[config.mk]
export PLATFORM = sky130hd
export DESIGN_NAME = vct_credit_tracker
export DESIGN_NICKNAME = d
export VERILOG_FILES = /design/src/rtl/vct_pkg.sv /design/src/rtl/vct_own_table.sv /design/src/rtl/vct_vc_slice.sv /design/src/rtl/vct_notice_fifo.sv /design/src/rtl/vct_credit_tracker.sv
export SDC_FILE = /design/constraint.sdc
export NUM_CORES = 2
export LEC_CHECK = 0
export BUFFER_PORTS_ARGS = -buffer_cell sky130_fd_sc_hd__buf_2
export CORE_MARGIN = 8
export CORE_UTILIZATION = 55
export CTS_BUF_LIST = sky130_fd_sc_hd__clkbuf_4
export DETAILED_ROUTE_END_ITERATION = 6
export MAX_ROUTING_LAYER = met4
export PLACE_DENSITY = 0.7
export SYNTH_ARGS = -nofsm -noshare
export SYNTH_HDL_FRONTEND = slang
export SYNTH_SLANG_ARGS = --single-unit
[constraint.sdc]
create_clock -name clk -period 10.9 [get_ports clk]
set_input_delay 1.635 -clock clk [delete_from_list [all_inputs] [get_ports clk]]
set_output_delay 1.635 -clock clk [all_outputs]
set_load 0.005 [all_outputs]
[src/rtl/vct_pkg.sv]
package vct_pkg;

   typedef enum logic [1:0] {
      EV_NONE = 2'd0,
      EV_INC  = 2'd1,
      EV_DEC  = 2'd2,
      EV_HOLD = 2'd3
   } vct_event_e;

   function automatic int vct_clamp_batch(input int raw, input int max_b);
      if (raw < 1)
         return 1;
      else if (raw > max_b)
         return max_b;
      else
         return raw;
   endfunction

endpackage

[src/rtl/vct_own_table.sv]
module vct_own_table #(
   parameter int CID_W = 6
) (
   input  logic             clk,
   input  logic             rst_n,
   input  logic             wr_en,
   input  logic [CID_W-1:0] wr_cid,
   input  logic             wr_val,
   input  logic [CID_W-1:0] rd_a_cid,
   input  logic [CID_W-1:0] rd_b_cid,
   output logic             rd_a_own,
   output logic             rd_b_own
);
   localparam int N = 1 << CID_W;

   logic [N-1:0] own_bits;

   for (genvar i = 0; i < N; i++) begin : g_bit
      always_ff @(posedge clk) begin
         if (!rst_n)
            own_bits[i] <= 1'b0;
         else if (wr_en && (wr_cid == CID_W'(i)))
            own_bits[i] <= wr_val;
      end
   end

   assign rd_a_own = own_bits[rd_a_cid];
   assign rd_b_own = own_bits[rd_b_cid];

endmodule

[src/rtl/vct_vc_slice.sv]
module vct_vc_slice
   import vct_pkg::*;
#(
   parameter int CNT_W = 8,
   parameter int LIMIT = 100
) (
   input  logic             clk,
   input  logic             rst_n,
   input  logic             hit_arr,
   input  logic             hit_dep,
   input  logic [CNT_W-1:0] batch,
   input  logic             q_full,
   output logic             over,
   output logic             emit,
   output logic             underflow,
   output logic [CNT_W-1:0] freed_inc
);
   localparam logic [CNT_W-1:0] CMAX = '1;
   localparam logic [CNT_W-1:0] LIM  = CNT_W'(LIMIT);

   vct_event_e       ev;
   logic [CNT_W-1:0] cnt, cnt_nxt;
   logic [CNT_W-1:0] freed, freed_nxt;
   logic             dep_ok;

   always_comb begin
      unique case ({hit_arr, hit_dep})
         2'b11:   ev = EV_HOLD;
         2'b10:   ev = EV_INC;
         2'b01:   ev = EV_DEC;
         default: ev = EV_NONE;
      endcase
   end

   always_comb begin
      cnt_nxt   = cnt;
      underflow = 1'b0;
      dep_ok    = 1'b0;
      case (ev)
         EV_INC:  if (cnt != CMAX) cnt_nxt = cnt + 1'b1;
         EV_DEC: begin
            if (cnt == '0)
               underflow = 1'b1;
            else begin
               cnt_nxt = cnt - 1'b1;
               dep_ok  = 1'b1;
            end
         end
         EV_HOLD: dep_ok = 1'b1;
         default: ;
      endcase
   end

   always_comb begin
      freed_inc = freed;
      if (dep_ok && (freed != CMAX))
         freed_inc = freed + 1'b1;
      emit      = dep_ok && (freed_inc >= batch) && !q_full;
      freed_nxt = emit ? '0 : freed_inc;
   end

   always_ff @(posedge clk) begin
      if (!rst_n) begin
         cnt   <= '0;
         freed <= '0;
      end else begin
         cnt   <= cnt_nxt;
         freed <= freed_nxt;
      end
   end

   assign over = (cnt > LIM);


   cnt_step_chk: assert property (@(posedge clk) disable iff (!rst_n)
      (cnt != $past(cnt)) |-> ((cnt == $past(cnt) + 1'b1) || (cnt == $past(cnt) - 1'b1)));


   over_rise_chk: assert property (@(posedge clk) disable iff (!rst_n)
      $rose(over) |-> ($past(cnt) == LIM));

endmodule

[src/rtl/vct_notice_fifo.sv]
module vct_notice_fifo #(
   parameter int W     = 14,
   parameter int DEPTH = 4
) (
   input  logic         clk,
   input  logic         rst_n,
   input  logic         push,
   input  logic [W-1:0] push_data,
   input  logic         pop,
   output logic         full,
   output logic         valid,
   output logic [W-1:0] head
);
   localparam int PW = (DEPTH > 1) ? $clog2(DEPTH) : 1;
   localparam int OW = $clog2(DEPTH + 1);

   logic [W-1:0]  mem [DEPTH];
   logic [PW-1:0] wptr, rptr;
   logic [OW-1:0] occ;
   logic          do_pop;

   assign full   = (occ == OW'(DEPTH));
   assign valid  = (occ != '0);
   assign head   = mem[rptr];
   assign do_pop = pop && valid;

   function automatic logic [PW-1:0] nxt(input logic [PW-1:0] p);
      return (p == PW'(DEPTH - 1)) ? '0 : p + 1'b1;
   endfunction

   always_ff @(posedge clk) begin
      if (!rst_n) begin
         wptr <= '0;
         rptr <= '0;
         occ  <= '0;
      end else begin
         if (push) begin
            mem[wptr] <= push_data;
            wptr      <= nxt(wptr);
         end
         if (do_pop)
            rptr <= nxt(rptr);
         if (push && !do_pop)
            occ <= occ + 1'b1;
         else if (do_pop && !push)
            occ <= occ - 1'b1;
      end
   end


   no_overflow_chk: assert property (@(posedge clk) disable iff (!rst_n)
      push |-> !full);


   occ_range_chk: assert property (@(posedge clk) disable iff (!rst_n)
      occ <= OW'(DEPTH));

endmodule

[src/rtl/vct_credit_tracker.sv]
module vct_credit_tracker
   import vct_pkg::*;
#(
   parameter int CID_W      = 6,
   parameter int CNT_W      = 8,
   parameter int LIMIT      = 100,
   parameter int MAX_BATCH  = 16,
   parameter int FIFO_DEPTH = 4,
   localparam int NUM_VC    = 1 << CID_W,
   localparam int BAT_W     = $clog2(MAX_BATCH + 1)
) (
   input  logic              clk,
   input  logic              rst_n,
   input  logic              own_we,
   input  logic [CID_W-1:0]  own_cid,
   input  logic              own_set,
   input  logic [BAT_W-1:0]  batch_cfg,
   input  logic              arr_valid,
   input  logic [CID_W-1:0]  arr_cid,
   input  logic              dep_valid,
   input  logic [CID_W-1:0]  dep_cid,
   output logic              crd_valid,
   input  logic              crd_ready,
   output logic [CID_W-1:0]  crd_vc,
   output logic [CNT_W-1:0]  crd_amt,
   output logic [NUM_VC-1:0] over_limit,
   output logic              count_err
);
   localparam int NW = CID_W + CNT_W;

   if (LIMIT < 1 || LIMIT >= (1 << CNT_W) - 1) begin : g_bad_limit
      initial $fatal(1, "LIMIT must fit below the counter ceiling");
   end
   if (MAX_BATCH < 1 || MAX_BATCH >= (1 << CNT_W)) begin : g_bad_batch
      initial $fatal(1, "MAX_BATCH out of range for CNT_W");
   end
   if (FIFO_DEPTH < 1) begin : g_bad_depth
      initial $fatal(1, "FIFO_DEPTH must be at least one");
   end

   logic              arr_own, dep_own;
   logic [NUM_VC-1:0] emit_v, under_v;
   logic [CNT_W-1:0]  freed_v [NUM_VC];
   logic [CNT_W-1:0]  batch_eff;
   logic              q_full, q_push;
   logic [NW-1:0]     q_in, q_head;

   assign batch_eff = CNT_W'(vct_clamp_batch(int'(batch_cfg), MAX_BATCH));

   vct_own_table #(.CID_W(CID_W)) u_own (
      .clk      (clk),
      .rst_n    (rst_n),
      .wr_en    (own_we),
      .wr_cid   (own_cid),
      .wr_val   (own_set),
      .rd_a_cid (arr_cid),
      .rd_b_cid (dep_cid),
      .rd_a_own (arr_own),
      .rd_b_own (dep_own)
   );

   for (genvar v = 0; v < NUM_VC; v++) begin : g_vc
      logic ha, hd;
      assign ha = arr_valid && arr_own && (arr_cid == CID_W'(v));
      assign hd = dep_valid && dep_own && (dep_cid == CID_W'(v));

      vct_vc_slice #(.CNT_W(CNT_W), .LIMIT(LIMIT)) u_slice (
         .clk       (clk),
         .rst_n     (rst_n),
         .hit_arr   (ha),
         .hit_dep   (hd),
         .batch     (batch_eff),
         .q_full    (q_full),
         .over      (over_limit[v]),
         .emit      (emit_v[v]),
         .underflow (under_v[v]),
         .freed_inc (freed_v[v])
      );
   end

   assign q_push = |emit_v;
   assign q_in   = {dep_cid, freed_v[dep_cid]};

   vct_notice_fifo #(.W(NW), .DEPTH(FIFO_DEPTH)) u_fifo (
      .clk       (clk),
      .rst_n     (rst_n),
      .push      (q_push),
      .push_data (q_in),
      .pop       (crd_ready),
      .full      (q_full),
      .valid     (crd_valid),
      .head      (q_head)
   );

   assign crd_vc  = q_head[NW-1:CNT_W];
   assign crd_amt = q_head[CNT_W-1:0];

   always_ff @(posedge clk) begin
      if (!rst_n)
         count_err <= 1'b0;
      else if (|under_v)
         count_err <= 1'b1;
   end


   err_sticky_chk: assert property (@(posedge clk) disable iff (!rst_n)
      $past(count_err) |-> count_err);


   crd_hold_chk: assert property (@(posedge clk) disable iff (!rst_n)
      (crd_valid && !crd_ready) |=> (crd_valid && $stable(crd_vc) && $stable(crd_amt)));


   one_source_chk: assert property (@(posedge clk) disable iff (!rst_n)
      $onehot0(emit_v));


   amt_floor_chk: assert property (@(posedge clk) disable iff (!rst_n)
      crd_valid |-> (crd_amt != '0));

endmodule

Word-level counts from Yosys, hierarchy flattened
Memories as Yosys holds them, arrays and structs flattened. A register that Yosys moved wholly into a read port is not among the register bits.
Cells that the tools add are included.
Word-level totals
  flip-flop bits (word level): 1096
  latch bits: 0
  bits in writable memories: 56
  memory bits (read-only): 0
  bits of input ports: 30
  output and inout bits: 80
  logic and storage cells: 2609
  memories: 1
Operators by class
  add/sub/neg operators: 196
  multipliers: 0
  div/mod/pow operators: 0
  $lt $le $gt $ge: 133
  eq/ne operators: 832
  shifts and indexed selects: 0
  muxes and demuxes: 594
  bitwise logic cells: 2
  reduce and logical (&&, ||, !) cells: 655
Memories
  u_fifo.mem: depth 4, bits a word 14, read ports 1, clocked after memory_dff 1, wr ports 1, line vct_notice_fifo.sv:17  | logic [W-1:0] mem [DEPTH];
Operators with widths (count)
  $mux W8: 194
  $add A8 B1 Y8 const B: 128
  $ne A8 B8 Y1 const B: 128
  $pmux W8 S2: 64
  $eq A6 B6 Y1 const B: 96
  $eq A2 B2 Y1 const B: 258
  $ge A8 B5 Y1: 64
  $gt A8 B7 Y1 const B: 64
  $logic_not A8 Y1: 64
  $sub A8 B1 Y8 const B: 64
  $logic_and A1 B1 Y1: 389
  $pmux W2 S3: 64
  $eq A6 B5 Y1 const B: 48
  $eq A2 B1 Y1 const B: 128
  $mux W1: 197
  $reduce_and A3 Y1: 64
  $eq A6 B4 Y1 const B: 24
  $reduce_bool A2 Y1: 65
  $ne A2 B1 Y1 const B: 64
  $ne A2 B2 Y1 const B: 64
  $pmux W1 S2: 64
  $reduce_or A2 Y1: 64
  $reduce_or A64 Y1: 2
  $eq A6 B3 Y1 const B: 12
  other kinds (20): 39

Depth between registers and ports, before layout
  depth after elaboration: 18
  mapped depth: 38
  gate-level depth less buffers: 30

Cells and area by module
Synthesis repeated with hierarchy kept, for this count alone.
Second synthesis, totals
  cell total of the unflattened synthesis: 12618
  area, all modules: 106440.8 µm²
By module, submodules not included
  vct_vc_slice at g_vc[0].u_slice ...: times used 60, cells an instance 182, area each 1497.7 µm², sequential area each 320.3 µm²
  vct_credit_tracker: times used 1, cells an instance 536, area each 4983.5 µm², sequential area each 20.0 µm²
  vct_own_table: times used 1, cells an instance 420, area each 3936.3 µm², sequential area each 1281.2 µm²
  vct_vc_slice at g_vc[7].u_slice ...: times used 2, cells an instance 152, area each 1265.0 µm², sequential area each 320.3 µm²
  vct_notice_fifo: times used 1, cells an instance 119, area each 2516.2 µm², sequential area each 1861.8 µm²
  vct_vc_slice at g_vc[6].u_slice: times used 1, cells an instance 166, area each 1348.8 µm², sequential area each 320.3 µm²
  vct_vc_slice at g_vc[9].u_slice: times used 1, cells an instance 153, area each 1265.0 µm², sequential area each 320.3 µm²

Worst setup path after synthesis
No wires, ideal clock.
  kind: input port to flip-flop
  start point: input arr_cid[0]
  end point: register u_fifo.occ[2]
  setup time: 70 ps
  arrival: 9262 ps
  path slack: 1568 ps
  stages: 33
  path buffers: 5
  cells stage by stage: clkbuf_1 > buf_1 > mux4_2 > mux4_2 > and3b_1 > clkbuf_1 > clkbuf_1 > nand2_1 > ha_1 > inv_1 > a31oi_1 > o21a_1 > and3_1 > clkbuf_1 > mux2i_1 > inv_1 > ha_1 > a21o_1 > a21o_1 > a21o_1 > a211o_1 > o311ai_0 > nand4_1 > or4b_1 > or4_1 > and4b_4 > inv_2 > ha_1 > inv_1 > fa_1 > xor2_1 > or3_1 > a21oi_1
RTL lines
  start: declaration: line vct_credit_tracker.sv:19  | input logic [CID_W-1:0] arr_cid,
  end signal: assignment: line vct_notice_fifo.sv:44  | occ <= occ + 1'b1;
  end signal: assignment: line vct_notice_fifo.sv:46  | occ <= occ - 1'b1;
  end: declaration: line vct_notice_fifo.sv:19  | logic [OW-1:0] occ;

==> summary.md <==
| Metric | Value |
|---|---|
| Final Slew Violations | 0 |
| Seq/Total Area, Yosys | a little over a quarter |
| Failing checks | design-rule violations |
| Most frequent CP cell | ha_1 |
| Min cycle time layout | just under 9 ns |
| Ys Warns | 0 |
| Drt drc | 1 |
| Core Box Area | about 0.16 mm2 |
| Post-DR vias/cell | a little over 6 |
| Relative slew slack | between 10% and 20% |
| P per Cell Area | roughly 100 mW/mm2 |
| CTS hold repair buffers | 0 |
| Largest net degree at the start of global routing | ~210 |
| Critical path peak fanout | 21 |
| Cell area after synthesis | approximately 0.086 mm2 |
| Die area | 0.169 mm2 |
| Layout cells sized above 1 | roughly 10% |
| IO Count | 110 |
| Leakage Power | between 30 and 40 nW |
| GRT overflow | 0 |
| Register bit total from synthesis | 1154 |
| Leading area contributor after synthesis | dfxtp_1 |
| Final hold violation count | 0 |
| Initial antenna violation count | 39 |
| Root Buffer | clkbuf_4 |
| CP required | around 12 ns |
| Critical Path Source Type | input port |
| Area grow syn2layout | 8.47% |
| Status | finished, violations left |
| Peak VDD IR | 109 uV |
| Worst-Margin Slew | 1.32 ns |
| Period utilization | between 80% and 90% |
| H-tree levels | 5 |
| Critical Path Max Stage Delay | ~0.64 ns |
| Clk buf depth | 4 |
| Die Wd | roughly 410 um |
| Pre-antenna DRT Iters | 7 |
| DR iter-0 viols | around 8500 |
| Post-synth EDFFs | 56 |
| Vias | roughly 81000 |
| Critical-path top delay cell | buf_2 |
| Yosys cell types | roughly 110 |
| Num CTS Buffers | between 300 and 400 |
| Worst-path clk slew | about 0.070 ns |
| Vias in the first global route | ~75000 |
| Worst hold margin | slightly below 0.5 ns |
| Fmax achieved | roughly 110 MHz |
| CTS tree | yes |
| Skew-Pair Late Insertion Delay | 1.39 ns |
| PostCTS Resize Cnt | 0 |
| Post-CTS Setup Bufs | 0 |
| Crit path arrival time | around 10 ns |
| Unrepaired setup endpoints after global routing | no |
| Most instantiated cells after synthesis | nor2_1, dfxtp_1, ha_1 |
| Max-cap viol count | 0 |
| TNS Setup | 0 ns |
| Gr usage total | approximately 37% |
| Register area | approximately 0.024 mm2 |
| Fill cells | 14219 |
| Critical Path End Type | register |
| Total wire length | around 320000 um |
| Worst hold path type | register to register |
| Buffers on Ports | approximately 110 |
| Net Count, Synth | 11686 |
| Post-Route Skew | 0.0869 ns |
| # setup viols final | 0 |
| Gate count after technology mapping | approximately 11000 |
| Top-count cell post-synth | nor2_1 |
| WS Path Type | input port to register |
| Hpwl dp | about 240000 um |
| Synth top area cells | dfxtp_1, ha_1, nor2_1, xnor2_1, a21oi_1 |
| Tot Pwr | 9.31 mW |
| First-pass GRT wire length | between 400000 and 500000 um |
| Initial Utilization | about 55% |
| Area of the multi-input gates | slightly below 0.06 mm2 |
| Syn_area_per_cell | about 8.1 um2 |
| Antenna-violating nets left | 0 |
| TritonCTS Sinks | 1154 |
| Top FF cell, synth | dfxtp_1 |
| Asr flop ratio synth | 0% |
| Die height | around 400 um |
| DR WL/cell | approximately 24 um |
| Synth top area share | 25.5% |
| Routability cong. | between 1 and 1.5 |
| Row count | 145 |
| Final Net Count | about 12000 |
stage by stage:
stage	util, %	setup WS, ns	cells	cell area [um2]
2_1_floorplan	-	1.57	10625	86100
3_3_place_gp	57.1	0.764	12570	89000
3_5_place_dp	57.1	0.834	12572	89000
4_1_cts	59.8	2.30	13162	93300
5_1_grt	59.9	1.78	13191	93300
6_report	59.9	1.98	13198	93400
layout make-up:
class | instances | area share, %
sequential | 1154 | 25.3
multi-input combinational | 8394 | 62.2
clock inverter | 106 | 0.627
antenna | 36 | 0.0965
clock buffer | 484 | 3.89
timing repair buffer | 320 | 2.43
tap | 2058 | 2.76
inverter | 646 | 2.60
power by group:
part | internal, mW | total [mW] | switching [mW]
clock | 2.18 | 4.26 | 2.08
sequential | 4.26 | 4.29 | 0.0266
combinational | 0.234 | 0.766 | 0.531
total | 6.68 | 9.31 | 2.63
cells by family after synthesis:
family          count (synthesis)  synth area share (%)
compound gates               2091                  15.2
buf+inv                      1077                  5.16
xor+xnor                      794                  8.08
simple gates                 4195                  24.2
flops                        1154                  27.5
mux                           283                  4.31
fa+ha+maj                    1031                  15.6
metal layers:
metal / up-vias / GRT usage (%) / routed length, um
li1: 37871 / - / -
met1: 38381 / 49.0 / 136000
met2: 3698 / 53.7 / 134000
met3: 813 / 8.25 / 31200
met4: 0 / 19.2 / 17800
met5: - / - / 0
path summary, 6_finish.rpt:
| path | slack, ns | cells past startpoint | end | from |
|---|---|---|---|---|
| worst max register to register | 2.37 | 29 | u_fifo.occ[2] | u_own.own_bits[3] |
| worst min register to register | 0.49 | 2 | u_fifo.rptr[1] | u_fifo.rptr[1] |
| worst max-delay path | 1.98 | 29 | u_fifo.occ[2] | dep_cid[4] |
| worst min-delay path | 0.49 | 2 | u_fifo.rptr[1] | u_fifo.rptr[1] |
placed cells by master (no fill, tap or decap), types with 142 or more instances in the layout:
cell type	synthesis	final
a21o_1	172	172
a21oi_1	826	826
and3_1	187	187
buf_4	72	202
clkbuf_4	0	484
dfxtp_1	1098	1098
ha_1	966	966
inv_1	643	642
mux2i_1	191	191
nand2_1	678	675
nand2b_1	187	187
nand3_1	321	321
nand4_1	231	231
nor2_1	1370	1360
nor2b_1	407	407
nor3_1	204	202
o21ai_0	366	365
o21bai_1	142	142
xnor2_1	555	555
xor2_1	239	239
worst max-delay path, delay by kind of cell:
kind,cells,cell delay (ns)
simple gates,9,3.62
compound gates,9,2.14
fa+ha+maj,4,1.20
buf+inv,5,1.09
mux,1,0.36
xor+xnor,1,0.08
state kept, by name, indices dropped and copies added (netlist names), named ones only:
register	flops
u_fifo.mem	56
g_vc.u_slice.freed	512
count_err	1
u_fifo.wptr	2
u_fifo.rptr	2
g_vc.u_slice.cnt	512
u_fifo.occ	3
u_own.own_bits	64
(Power assumes the default switching activity.)
